<file path="src/rtl/tgc_pkg.sv">
package tgc_pkg;
    typedef enum logic [1:0] {
        OP_NONE = 2'd0,
        OP_RD   = 2'd1,
        OP_WR   = 2'd2
    } op_e;
endpackage

</file>
<file path="src/rtl/tgc_gap_calc.sv">
// Converts the bubble configuration into core-cycle spacing limits.
module tgc_gap_calc #(
    parameter int RD_BUB_W = 6,
    parameter int WR_BUB_W = 4,
    parameter int PER_W    = 4,
    parameter int RD_FIXED = 6,
    parameter int CNT_W    = 8
) (
    input  logic [RD_BUB_W-1:0] rd_bub,
    input  logic [WR_BUB_W-1:0] wr_bub,
    input  logic [PER_W-1:0]    period,
    input  logic                special,
    output logic [CNT_W-1:0]    rd_wr_lim,
    output logic [CNT_W-1:0]    wr_rd_lim
);
    localparam int RD_ZERO_VAL = 1 << RD_BUB_W;

    logic [CNT_W-1:0]    rd_base;
    logic [WR_BUB_W-1:0] wr_offs;
    logic [WR_BUB_W-1:0] wr_mult;

    always_comb begin
        rd_base   = (rd_bub == '0) ? CNT_W'(RD_ZERO_VAL) : CNT_W'(rd_bub);
        rd_wr_lim = rd_base + CNT_W'(RD_FIXED);

        wr_offs   = special ? WR_BUB_W'(2) : WR_BUB_W'(1);
        wr_mult   = (wr_bub > wr_offs) ? (wr_bub - wr_offs) : '0;
        wr_rd_lim = CNT_W'(wr_mult) * CNT_W'(period);
    end
endmodule

</file>
<file path="src/rtl/tgc_arbiter.sv">
// Decides which request may issue from the spacing state.
module tgc_arbiter (
    input  logic          rd_req,
    input  logic          wr_req,
    input  tgc_pkg::op_e  last_op,
    input  logic          gap_clear,
    output logic          rd_gnt,
    output logic          wr_gnt
);
    import tgc_pkg::*;

    always_comb begin
        rd_gnt = 1'b0;
        wr_gnt = 1'b0;
        if (gap_clear) begin
            rd_gnt = rd_req;
            wr_gnt = wr_req && !rd_req;
        end else if (last_op == OP_RD) begin
            rd_gnt = rd_req;
        end else if (last_op == OP_WR) begin
            wr_gnt = wr_req;
        end
    end
endmodule

</file>
<file path="src/rtl/turnaround_gap_ctrl.sv">
module turnaround_gap_ctrl #(
    parameter int RD_BUB_W = 6,
    parameter int WR_BUB_W = 4,
    parameter int PER_W    = 4,
    parameter int RD_FIXED = 6
) (
    input  logic                clk,
    input  logic                rst_n,
    input  logic                rd_req,
    input  logic                wr_req,
    input  logic [RD_BUB_W-1:0] rd_bubbles,
    input  logic [WR_BUB_W-1:0] wr_bubbles,
    input  logic [PER_W-1:0]    frame_period,
    input  logic                single_rate_mode,
    output logic                rd_grant,
    output logic                wr_grant
);
    import tgc_pkg::*;

    localparam int RD_MAX  = (1 << RD_BUB_W) + RD_FIXED;
    localparam int WR_MAX  = ((1 << WR_BUB_W) - 2) * ((1 << PER_W) - 1);
    localparam int LIM_MAX = (RD_MAX > WR_MAX) ? RD_MAX : WR_MAX;
    localparam int CNT_W   = $clog2(LIM_MAX + 1);

    typedef struct packed {
        op_e              last;
        logic [CNT_W-1:0] cnt;
    } state_t;

    state_t           state_d, state_q;
    logic [CNT_W-1:0] rd_wr_lim, wr_rd_lim;
    logic             gap_clear;

    tgc_gap_calc #(
        .RD_BUB_W (RD_BUB_W),
        .WR_BUB_W (WR_BUB_W),
        .PER_W    (PER_W),
        .RD_FIXED (RD_FIXED),
        .CNT_W    (CNT_W)
    ) i_calc (
        .rd_bub    (rd_bubbles),
        .wr_bub    (wr_bubbles),
        .period    (frame_period),
        .special   (single_rate_mode),
        .rd_wr_lim (rd_wr_lim),
        .wr_rd_lim (wr_rd_lim)
    );

    assign gap_clear = (state_q.cnt == '0);

    tgc_arbiter i_arb (
        .rd_req    (rd_req),
        .wr_req    (wr_req),
        .last_op   (state_q.last),
        .gap_clear (gap_clear),
        .rd_gnt    (rd_grant),
        .wr_gnt    (wr_grant)
    );

    // The grant cycle itself counts toward the gap, so a limit L loads L-1.
    function automatic logic [CNT_W-1:0] load_val(input logic [CNT_W-1:0] lim);
        return (lim == '0) ? '0 : lim - CNT_W'(1);
    endfunction

    always_comb begin
        state_d = state_q;
        if (state_q.cnt != '0) state_d.cnt = state_q.cnt - CNT_W'(1);
        if (rd_grant) begin
            state_d.last = OP_RD;
            state_d.cnt  = load_val(rd_wr_lim);
        end else if (wr_grant) begin
            state_d.last = OP_WR;
            state_d.cnt  = load_val(wr_rd_lim);
        end
    end

    always_ff @(posedge clk or negedge rst_n) begin
        if (!rst_n) begin
            state_q.last <= OP_NONE;
            state_q.cnt  <= '0;
        end else begin
            state_q <= state_d;
        end
    end

    p_single_grant_r8: assert property (@(posedge clk) disable iff (!rst_n)
        !(rd_grant && wr_grant));
    p_rd_needs_req_r8: assert property (@(posedge clk) disable iff (!rst_n)
        rd_grant |-> rd_req);
    p_wr_needs_req_r8: assert property (@(posedge clk) disable iff (!rst_n)
        wr_grant |-> wr_req);
    p_same_rd_r2: assert property (@(posedge clk) disable iff (!rst_n)
        (state_q.last == OP_RD && rd_req) |-> rd_grant);
    p_same_wr_r2: assert property (@(posedge clk) disable iff (!rst_n)
        (state_q.last == OP_WR && wr_req && !rd_req) |-> wr_grant);
    p_hold_rd_r3: assert property (@(posedge clk) disable iff (!rst_n)
        (state_q.last == OP_WR && state_q.cnt != '0) |-> !rd_grant);
    p_hold_wr_r4: assert property (@(posedge clk) disable iff (!rst_n)
        (state_q.last == OP_RD && state_q.cnt != '0) |-> !wr_grant);
    p_read_first_r7: assert property (@(posedge clk) disable iff (!rst_n)
        (rd_req && wr_req && state_q.cnt == '0) |-> (rd_grant && !wr_grant));
    p_countdown_r3: assert property (@(posedge clk) disable iff (!rst_n)
        (!rd_grant && !wr_grant && state_q.cnt != '0)
        |=> (state_q.cnt == $past(state_q.cnt) - CNT_W'(1)));
endmodule

</file>
<file path="config.mk">
export PLATFORM = sky130hd
export DESIGN_NAME = turnaround_gap_ctrl
export DESIGN_NICKNAME = d
export VERILOG_FILES = /design/src/rtl/tgc_pkg.sv /design/src/rtl/tgc_gap_calc.sv /design/src/rtl/tgc_arbiter.sv /design/src/rtl/turnaround_gap_ctrl.sv
export SDC_FILE = /design/constraint.sdc
export NUM_CORES = 1
export LEC_CHECK = 0
export BUFFER_PORTS_ARGS = -buffer_cell sky130_fd_sc_hd__buf_4
export CORE_MARGIN = 3
export CORE_UTILIZATION = 50
export DETAILED_ROUTE_END_ITERATION = 16
export PLACE_DENSITY = 0.67
export SETUP_SLACK_MARGIN = 0.15
export SYNTH_ARGS = -nofsm -noshare
export SYNTH_HDL_FRONTEND = slang
export SYNTH_SLANG_ARGS = --single-unit
</file>
<file path="constraint.sdc">
create_clock -name clk -period 4.8 [get_ports clk]
set_clock_uncertainty 0.15 [all_clocks]
set_input_delay 0.96 -clock clk [delete_from_list [all_inputs] [get_ports clk]]
set_output_delay 0.96 -clock clk [all_outputs]
set_load 0.1 [all_outputs]
</file>
==> out/qor.yml, run 1 <==
r2r_end: "state_q[7]$_DFFE_PN0P_"
critPathKind: "in2reg"
grt_max_degree: 11
path_clk_slew_ps: 60
cts_buffers: 3
ant_nets: 0
critPathBufInv: 5
vias: 1532
cts_sinks: 10
status: "finished, violations left"
synthArstFlopShare_pct: 100
regMostFlops: "state_q"
maxSlewViolCount: 0
synth_area_leaders: "ha_1 (16%), dfrtp_1 (15%), fa_1 (6.2%), xor2_1 (6.0%), inv_1 (5.6%)"
ir_worst_vdd_v: 0.000118
portBuffers: 20
r2r-start: "state_q[2]$_DFFE_PN0P_"
antenna_found_initial: 0
setup_slack_ps: -10.3
clockBufferDepth: 2
wl_um: 3740
nFillCells: 258
synth.avg_cell_area_sq_um: 8.33
violations: "setup timing"
hold_viol: 0
synthFlopType: "dfrtp_1"
cp-start-kind: "input port"
layout.nets: 282
die_h_um: 62.8
synth-xor-area-share_pct: 9.76
rows: 20
antenna_cells: 0
wire_per_inst_um: 13.4
reg_top3: "state_q: 10 flops"
syn_to_final_growth_pct: 31.1
die_x_um: 62.8
drive_gt1_share_pct: 31.1
synth.net_count: 239
grt_pass1_wl_um: 6610
setup-violations-final: 1
vias_per_cell: 5.49
synth-adder-area-share_pct: 22.5
ys_ff_latch: 10
start_util_pct: 52.5
synth_edf_count: 0
route.detailed.drc: 0
yosys.area_share.simple_pct: 25.8
drt_first_pass_iters: 4
yosys.area.top_type_share_pct: 16.3
yosysWarnings: 0
synth-compound-area-share_pct: 19.8
drv_cap: 0
grt_pass1_vias: 1556
critPathTopFamily: "adder cells"
slew_headroom_pct: 68.0
period_needed_ps: 4810
period_share_pct: 100
synthMuxAreaShare_pct: 0.620
synthTopCellsByCount: "inv_1 (24), ha_1 (21), nand2_1 (16)"
hp-class: "in2async"
hold_buffers: 0
fmax_mhz: 208
cp_slowest_cell: "o41a_1"
required_ps: 4790
r2r_cells: 6
power_leakage_nw: 0.982
yosysMostFrequentCell: "inv_1"
hold_ws_ps: 364
track_usage_pct: 19.8
dieArea_sq_um: 3950
synth_cell_type_count: 48
yosysTopAreaCell: "ha_1"
path_max_fanout: 4
synth_top_family_by_area: "simple AND/OR/NAND/NOR gates"
synth-seq-area-share_pct: 15.5
rsz0062_at_grt: "yes"
path_cells: "buf_12 -> inv_16 -> ha_4 -> inv_2 -> fa_2 -> a21boi_2 -> o31ai_2 -> inv_1 -> nand2_1 -> fa_1 -> inv_2 -> fa_1 -> ha_1 -> and3_4 -> o21a_1 -> o211ai_1 -> o41a_1 -> a221o_1"
gr-total-overflow: 0
syn_inst: 194
fin_setup_tns_ps: -10.3
hpwl_um: 3080
pin_count: 21
clk-insertion-delay-late_ps: 260
cts_tree: "yes"
power_density_nw_per_um2: 360
htreeDepth: 1
root_buffer: "clkbuf_4"
netlist_area_sq_um: 1620
end_kind: "flop"
drt_iter0_drc: 59
routabilityCongestion: 0.827
r2r_slack_ps: 2020
largest_reg_flops: 10
worst_pin_slew_ps: 478
fin_util_pct: 68.8
crit_arrival_ps: 4800
core_sq_um: 3080
cp_slowest_stage_delay_ps: 520
## through the flow
step           cells  power, mW  instance area (sq um)  worst slack (ps)
2_1_floorplan    194      0.534                   1700             -37.2
3_3_place_gp     272      0.664                   2010              -355
3_5_place_dp     272      0.677                   2010              -386
4_1_cts          276      0.751                   2090              49.2
5_1_grt          279      0.835                   2120              -262
6_report         279      0.762                   2120             -10.3
## cells by family (layout without fill, tap and decap cells)
kind of cell | Yosys count | after routing
AOI/OAI and AO/OA | 42 | 42
xor gates and xnor gates | 18 | 18
adders and majority gates | 26 | 26
buffers and inverters | 25 | 66
DFF | 10 | 10
muxes | 1 | 1
and+or+nand+nor | 72 | 72
## layout by cell type (no fill, tap or decap), types with 3 or more instances in the layout
master / n
a21oi_1: 3
and2_1: 9
buf_4: 37
clkbuf_4: 3
dfrtp_1: 10
fa_1: 4
ha_1: 17
ha_4: 3
inv_1: 19
inv_2: 3
nand2_1: 14
nor2_1: 12
nor2b_1: 3
nor3_1: 6
nor3b_1: 3
o21ai_0: 8
o22ai_1: 4
xnor2_1: 7
xor2_1: 10
## where the power goes
group / switching, mW / total, mW / leakage, nW / internal, mW
clock: 0.0275 / 0.0565 / 0.0138 / 0.0289
sequential: 0.0475 / 0.176 / 0.124 / 0.128
combinational: 0.272 / 0.530 / 0.844 / 0.258
## worst reg2reg max path, cell delays in order, from the launching register on
cell and delay, ps:
dfrtp_1 420, or4_4 590, nor4b_4 460, and2_1 420, nor4b_1 120, a22o_1 200, a311o_1 320
## metal layers
| layer | share of wire, % | wire, um | track usage [%] |
|---|---|---|---|
| met5 | 0 | 0 | 0 |
| met4 | 1.0 | 38 | 3.31 |
| met3 | 2.8 | 103 | 1.08 |
| met2 | 55 | 2080 | 39.4 |
| met1 | 41 | 1520 | 23.2 |
## timing repair
action                     CTS  global route
gates cloned                 0             0
setup endpoints to repair    8             8
resized for setup            9             3
setup buffers                1             3
hold endpoints to repair     0             0
pin swaps                   15             5
## final cells by class
| cell class | count | area, sq um | share of cell area (%) |
|---|---|---|---|
| Multi-Input combinational cell | 159 | 1370 | 64.8 |
| Timing Repair Buffer | 39 | 309 | 14.6 |
| Sequential cell | 10 | 250 | 11.8 |
| Inverter | 24 | 109 | 5.14 |
| Tap cell | 44 | 55.1 | 2.60 |
| Clock buffer | 3 | 22.5 | 1.06 |
## how the worst max path moves through the flow
stage,startpoint,to,slack [ps],depth (start not counted)
floorplan,single_rate_mode,state_q[2]$_DFFE_PN0P_,-40,17
global placement,single_rate_mode,state_q[6]$_DFFE_PN0P_,-360,19
detailed placement,single_rate_mode,state_q[6]$_DFFE_PN0P_,-390,19
CTS,single_rate_mode,state_q[2]$_DFFE_PN0P_,50,18
global route,single_rate_mode,state_q[6]$_DFFE_PN0P_,-260,19
finish,single_rate_mode,state_q[2]$_DFFE_PN0P_,-10,18
Power figures use the tool's default switching activity.
==> inputs of run 2 (changes only) <==
--- a/config.mk
+++ b/config.mk
@@ -9,8 +9,9 @@
 export CORE_MARGIN = 3
 export CORE_UTILIZATION = 50
 export DETAILED_ROUTE_END_ITERATION = 16
-export PLACE_DENSITY = 0.67
+export PLACE_DENSITY = 0.66
 export SETUP_SLACK_MARGIN = 0.15
 export SYNTH_ARGS = -nofsm -noshare
 export SYNTH_HDL_FRONTEND = slang
+export SYNTH_HIERARCHICAL = 1
 export SYNTH_SLANG_ARGS = --single-unit
==> run 2 against run 1 <==
Compared with the run above:
- non-clock buffer count is 9 higher
- design area is 12% higher
- via count is 11% higher
- the run still ends with setup timing left
- total power is 37% lower
- die area is 4.7% higher
- critical endpoint is now state_q[6]$_DFFE_PN0P_
- worst hold slack worse by 11 ps
==> out/qor.yml, run 2 <==
status: "finished, violations left"
violations: "setup timing"
path_clk_slew_ps: 70  # about the same
regMostFlops: "state_q"
synthTopCellsByCount: "inv_1 (24), ha_1 (19), nor2_1 (17)"
cts_sinks: 10  # unchanged
setup-violations-final: 3  # +2
dieArea_sq_um: 4140  # +4.7%
syn_inst: 214  # +10%
start_util_pct: 53.9  # +1.4 points
drt_iter0_drc: 124  # +110%
total_power_mw: 0.478  # -37%
synth-seq-area-share_pct: 14.7  # -0.78 points
dp_slack_ps: -482  # -96.5 ps
slew_headroom_pct: 49.9  # -18 points
route.detailed.drc: 0  # unchanged
cp-start-kind: "input port"
r2r_end: "state_q[7]$_DFFE_PN0P_"
most-common-layout-cells: "buf_4 (44), inv_1 (19), nor2_1 (16), nand2_1 (13), ha_1 (13)"
yosysTopAreaCell: "dfrtp_1"
yosysMostFrequentCell: "inv_1"
register_area_sq_um: 250  # unchanged
htreeDepth: 1  # unchanged
path_max_fanout: 3  # -1
reg_top3: "state_q: 10 flops"
ant_nets: 0  # unchanged
cts_tree: "yes"
r2r_cells: 11  # +5
hpwl_um: 3430  # +11%
cts_buffers: 3  # unchanged
portBuffers: 20  # unchanged
synthFlopType: "dfrtp_1"
wl_um: 4190  # +12%
largest_reg_flops: 10  # unchanged
syn_to_final_growth_pct: 39.7
grt.met1_usage_pct: 26.9  # +3.7 points
synthArstFlopShare_pct: 100  # unchanged
period_share_pct: 100  # +0.18 points
hp-class: "in2async"
synth.net_count: 257  # +7.5%
hold_buffers: 0  # unchanged
pin_count: 21  # unchanged
r2r-start: "state_q[0]$_DFFE_PN0P_"
fin_setup_tns_ps: -31.6  # -21.3 ps
root_buffer: "clkbuf_4"
yosysWarnings: 6  # +6
hold_viol: 0  # unchanged
ir_worst_vdd_v: 0.000124  # +5.2%
required_ps: 4830  # +40 ps
drv_cap: 0  # unchanged
setup_slack_ps: -18.9  # -8.64 ps
drive_gt1_share_pct: 39.6  # +8.6 points
fmax_mhz: 208  # -0.18%
netlist_area_sq_um: 1700  # +5.3%
yosys.area.top_type_share_pct: 14.7  # -1.5 points
antenna_cells: 0  # unchanged
gr-total-overflow: 0  # unchanged
grt_pass1_wl_um: 7530  # +14%
layout.nets: 304  # +7.8%
die_x_um: 64.3  # +2.3%
maxSlewViolCount: 0  # unchanged
clockBufferDepth: 2  # unchanged
clk-insertion-delay-late_ps: 270  # about the same
grt_max_degree: 16  # +5
synth_edf_count: 0  # unchanged
power_leakage_nw: 1.08  # +10%
multi_input_area_sq_um: 1540  # +12%
dp.cells: 293  # +7.7%
vias: 1697  # +11%
crit_arrival_ps: 4850  # +50 ps
top_usage_layer: "met2"
die_h_um: 64.3  # +2.3%
end_kind: "flop"
nFillCells: 269  # +4.3%
antenna_found_initial: 0  # unchanged
drt_first_pass_iters: 4  # unchanged
vias_per_cell: 5.58  # +1.7%
core_sq_um: 3150  # +2.4%
grtUsageMet2_pct: 40.7  # +1.3 points
final_common_cell: "buf_4"
wire_per_inst_um: 13.8  # +2.7%
worst_pin_slew_ps: 745  # +267 ps
layout.cells.non_filler: 304  # +9.0%
track_usage_pct: 21.9  # +2.1 points
gr-usage-met3_pct: 1.23  # +0.15 points
fin_util_pct: 75.3  # +6.5 points
rsz0062_at_grt: "yes"
power_density_nw_per_um2: 201  # -44%
rows: 20  # unchanged
grt_pass1_vias: 1740  # +12%
period_needed_ps: 4820  # +8.64 ps
synth_area_leaders: "dfrtp_1 (15%), ha_1 (14%), fa_1 (5.9%), inv_1 (5.3%), a21oi_1 (4.1%)"
r2r_slack_ps: 1760  # -260 ps
synth.avg_cell_area_sq_um: 7.95  # -4.6%
routabilityCongestion: 0.948  # +15%
ys_ff_latch: 10  # unchanged
critPathKind: "in2reg"
synth_cell_type_count: 50  # +4.2%
-- run 2: cells by family after synthesis --
| group | share of synthesized area (%) |
|---|---|
| buffers and inverters | 6.84 |
| AO/OA/AOI/OAI | 25.2 |
| adder cells (fa/ha/maj) | 19.9 |
| AND/OR/NAND/NOR | 25.9 |
| flip-flops | 14.7 |
| other | 0.221 |
| XOR/XNOR | 6.70 |
| multiplexers | 0.589 |
-- run 2: area by class of cell --
type | count | area share [%]
Multi-Input combinational cell | 174 | 64.8
Timing Repair Buffer | 48 | 16.2
Sequential cell | 10 | 10.5
Inverter | 24 | 4.64
Tap cell | 44 | 2.32
Clock buffer | 4 | 1.53
-- run 2: worst max path at each step --
stage                                start                     end  slack [ps]  cells after the start
final                     single_rate_mode  state_q[6]$_DFFE_PN0P_         -20                     18
after global routing      single_rate_mode  state_q[6]$_DFFE_PN0P_        -190                     18
after CTS                 single_rate_mode  state_q[6]$_DFFE_PN0P_         -30                     18
after detailed placement  single_rate_mode  state_q[6]$_DFFE_PN0P_        -480                     18
after global placement    single_rate_mode  state_q[1]$_DFFE_PN0P_        -430                     18
after floorplan           single_rate_mode  state_q[1]$_DFFE_PN0P_        -240                     17
-- run 2: what timing repair did --
action / CTS / global route
setup endpoints to repair: 8 / 8
setup buffers: 5 / 2
resized for setup: 26 / 10
pin swaps: 27 / 10
-- run 2: through the flow --
stage,area (sq um),hold slack (ps)
4_1_cts,2320,360
3_3_place_gp,2140,331
3_5_place_dp,2140,360
2_1_floorplan,1800,319
6_report,2370,353
5_1_grt,2370,349
-- run 2: report_power, final --
part	total (mW)	switching, mW	internal [mW]
sequential	0.0842	0	0.0842
clock	0.0773	0.0312	0.0461
combinational	0.316	0.156	0.161
total	0.478	0.187	0.291
-- run 2: worst max-delay path, stage by stage --
cell	delay, ps
buf_12	90
inv_12	30
ha_4	150
fa_2	330
a21o_1	180
a21oi_2	170
nand2_1	100
fa_1	500
inv_2	40
fa_2	480
fa_2	360
a21o_1	200
a21oi_2	180
xnor2_2	120
or4b_4	550
o21ai_2	140
a21oi_2	40
o31ai_1	220
-- run 2: routing by layer --
metal | up-vias | share of wire [%]
met4 | 0 | 1.7
met2 | 21 | 53
li1 | 862 | -
met3 | 9 | 1.4
met5 | - | 0
met1 | 805 | 43
==> inputs of run 3 (changes only) <==
--- a/config.mk
+++ b/config.mk
@@ -9,8 +9,10 @@
 export CORE_MARGIN = 3
 export CORE_UTILIZATION = 50
 export DETAILED_ROUTE_END_ITERATION = 16
-export PLACE_DENSITY = 0.66
+export PLACE_DENSITY = 0.74
+export RECOVER_POWER = 100
 export SETUP_SLACK_MARGIN = 0.15
+export SLEW_MARGIN = 15
 export SYNTH_ARGS = -nofsm -noshare
 export SYNTH_HDL_FRONTEND = slang
 export SYNTH_HIERARCHICAL = 1
==> run 3 against run 2 <==
Compared with the run above:
- the run still ends with setup timing left
- worst setup slack lost 60 ps
- non-clock buffer count rose by 5
- combinational power grew 5%
- flip-flop and latch count unchanged
- via count rose by 5.5%
- design area up 1.7%
- utilization grew 1.3 points
- final cell count is 1.6% higher
- global-route usage rose by 2.3 points
- clock-buffer cell count unchanged
- worst hold slack gained 19 ps
- wire length up 14%
- critical endpoint is now state_q[1]$_DFFE_PN0P_
- largest cell class unchanged
==> out/qor.yml, run 3 (synthesis gave the netlist of run 2 again) <==
path_clk_slew_ps: 80  # about the same
drt_first_pass_iters: 4  # unchanged
switching_share_pct: 40.2  # +1.1 points
status: "finished, violations left"
routabilityCongestion: 0.876  # -7.5%
root_buffer: "clkbuf_4"
hpwl_um: 3620  # +5.7%
cp_slowest_cell: "or4b_4"
largest_reg_flops: 10  # unchanged
cp-start-kind: "input port"
fmax_mhz: 205  # -1.2%
final_common_cell: "buf_4"
worst_pin_slew_ps: 738  # -7.21 ps
wire_per_inst_um: 15.5  # +12%
crit_top_cell: "ha_4"
hp-class: "reg2reg"
cts_sinks: 10  # unchanged
rows: 20  # unchanged
critPathKind: "in2reg"
power_density_nw_per_um2: 206  # +2.6%
hold_viol: 0  # unchanged
violations: "setup timing"
start_util_pct: 53.9  # unchanged
setup-violations-final: 7  # +4
dp.cells: 291  # -0.68%
cts_tree: "yes"
pwr-share-clk_pct: 16.3  # about the same
vias: 1791  # +5.5%
drt_iter0_drc: 189  # +52%
clockBufferDepth: 2  # unchanged
route.detailed.drc: 0  # unchanged
portBuffers: 20  # unchanged
setup_slack_ps: -78.6  # -59.7 ps
p_int_mw: 0.298  # +2.6%
maxSlewViolCount: 0  # unchanged
cp_slowest_stage_delay_ps: 510  # -40 ps
slew_headroom_pct: 50.7  # +0.73 points
ant_nets: 0  # unchanged
antenna_cells: 0  # unchanged
vias_per_cell: 5.80  # +3.8%
required_ps: 4810  # -20 ps
fin_util_pct: 76.6  # +1.3 points
wl_um: 4790  # +14%
total_power_mw: 0.499  # +4.4%
regMostFlops: "state_q"
ir_worst_vdd_v: 0.000138  # +11%
critPathTopFamily: "adder cells"
most-common-layout-cells: "buf_4 (47), inv_1 (19), nor2_1 (17), ha_1 (13), nand2_1 (11)"
end_kind: "flop"
period_share_pct: 102  # +1.2 points
clk-insertion-delay-late_ps: 280  # about the same
syn_to_final_growth_pct: 42.1
combPwrFrac_pct: 66.8  # +0.6 points
grt_pass1_wl_um: 8090  # +7.5%
die_x_um: 64.3  # unchanged
path_max_fanout: 3  # unchanged
rsz0062_at_grt: "yes"
p_seq_share_pct: 16.9  # -0.7 points
p_switching_mw: 0.200  # +7.3%
gr-total-overflow: 0  # unchanged
path_cells: "buf_12 -> inv_12 -> ha_4 -> fa_2 -> a21o_1 -> or4b_4 -> a21bo_1 -> fa_1 -> inv_2 -> ha_4 -> ha_4 -> o21ai_2 -> o2111ai_1 -> or3b_4 -> nor3b_4 -> and2_4 -> nor3_1 -> o32a_1"
layout.cells.non_filler: 309  # +1.6%
drv_cap: 0  # unchanged
crit_arrival_ps: 4890  # +40 ps
grt_max_degree: 16  # unchanged
reg_top3: "state_q: 10 flops"
cts_buffers: 3  # unchanged
critPathBufInv: 3  # unchanged
layout.nets: 309  # +1.6%
track_usage_pct: 24.2  # +2.3 points
grt_pass1_vias: 1887  # +8.4%
htreeDepth: 1  # unchanged
drive_gt1_share_pct: 40.8  # +1.1 points
antenna_found_initial: 0  # unchanged
core_sq_um: 3150  # unchanged
period_needed_ps: 4880  # +59.7 ps
power_leakage_nw: 1.11  # +2.6%
hold_buffers: 0  # unchanged
dieArea_sq_um: 4140  # unchanged
die_h_um: 64.3  # unchanged
fin_setup_tns_ps: -288  # -256 ps
pin_count: 21  # unchanged
r2r_slack_ps: 1570  # -190 ps
-- run 3: layout make-up --
class | instances | area (sq um)
multi-input cells | 174 | 1560
fillers | 230 | 737
flip-flops and latches | 10 | 250
repair buffers | 53 | 409
well taps | 44 | 55.1
clock buffers | 4 | 36.3
inverters | 24 | 108
-- run 3: per-stage QoR --
step                area, sq um  hold WS (ps)  worst slack [ps]
floorplan                  1800           319              -239
global placement           2120           333              -446
detailed placement         2120           354              -584
CTS                        2340           354             -20.8
global route               2420           399              -188
finish                     2420           371             -78.6
-- run 3: layer usage --
layer,GRT usage [%],share of wire [%],wire [um]
met5,0,0,0
met4,9.76,3.0,145
met3,2.46,2.8,133
met2,46.4,55,2640
met1,26.6,39,1870
-- run 3: final timing paths --
path / cells past startpoint / to / start
setup reg to reg: 11 / state_q[7]$_DFFE_PN0P_ / state_q[0]$_DFFE_PN0P_
setup / recovery: 18 / state_q[1]$_DFFE_PN0P_ / single_rate_mode
hold / removal: 1 / state_q[8]$_DFFE_PN0P_ / state_q[8]$_DFFE_PN0P_
min in group asynchronous: 1 / state_q[7]$_DFFE_PN0P_ / rst_n
max in group asynchronous: 1 / state_q[2]$_DFFE_PN0P_ / rst_n
hold reg to reg: 1 / state_q[8]$_DFFE_PN0P_ / state_q[8]$_DFFE_PN0P_
-- run 3: what timing repair did --
action                                  4_1_cts  5_1_grt
endpoints found under the setup margin        8        8
buffers inserted                             10        4
resized for setup                            28       10
pin swaps                                    27       14
hold endpoints to repair                      0        0
-- run 3: power groups by stage --
| stage | logic [mW] | clock network, mW | registers, mW |
|---|---|---|---|
| 2_1_floorplan | 0.164 | 0 | 0.0859 |
| 3_3_place_gp | 0.245 | 0 | 0.0858 |
| 3_5_place_dp | 0.257 | 0 | 0.0858 |
| 4_1_cts | 0.309 | 0.0796 | 0.0842 |
| 5_1_grt | 0.364 | 0.0833 | 0.0841 |
| 6_report | 0.333 | 0.0814 | 0.0841 |
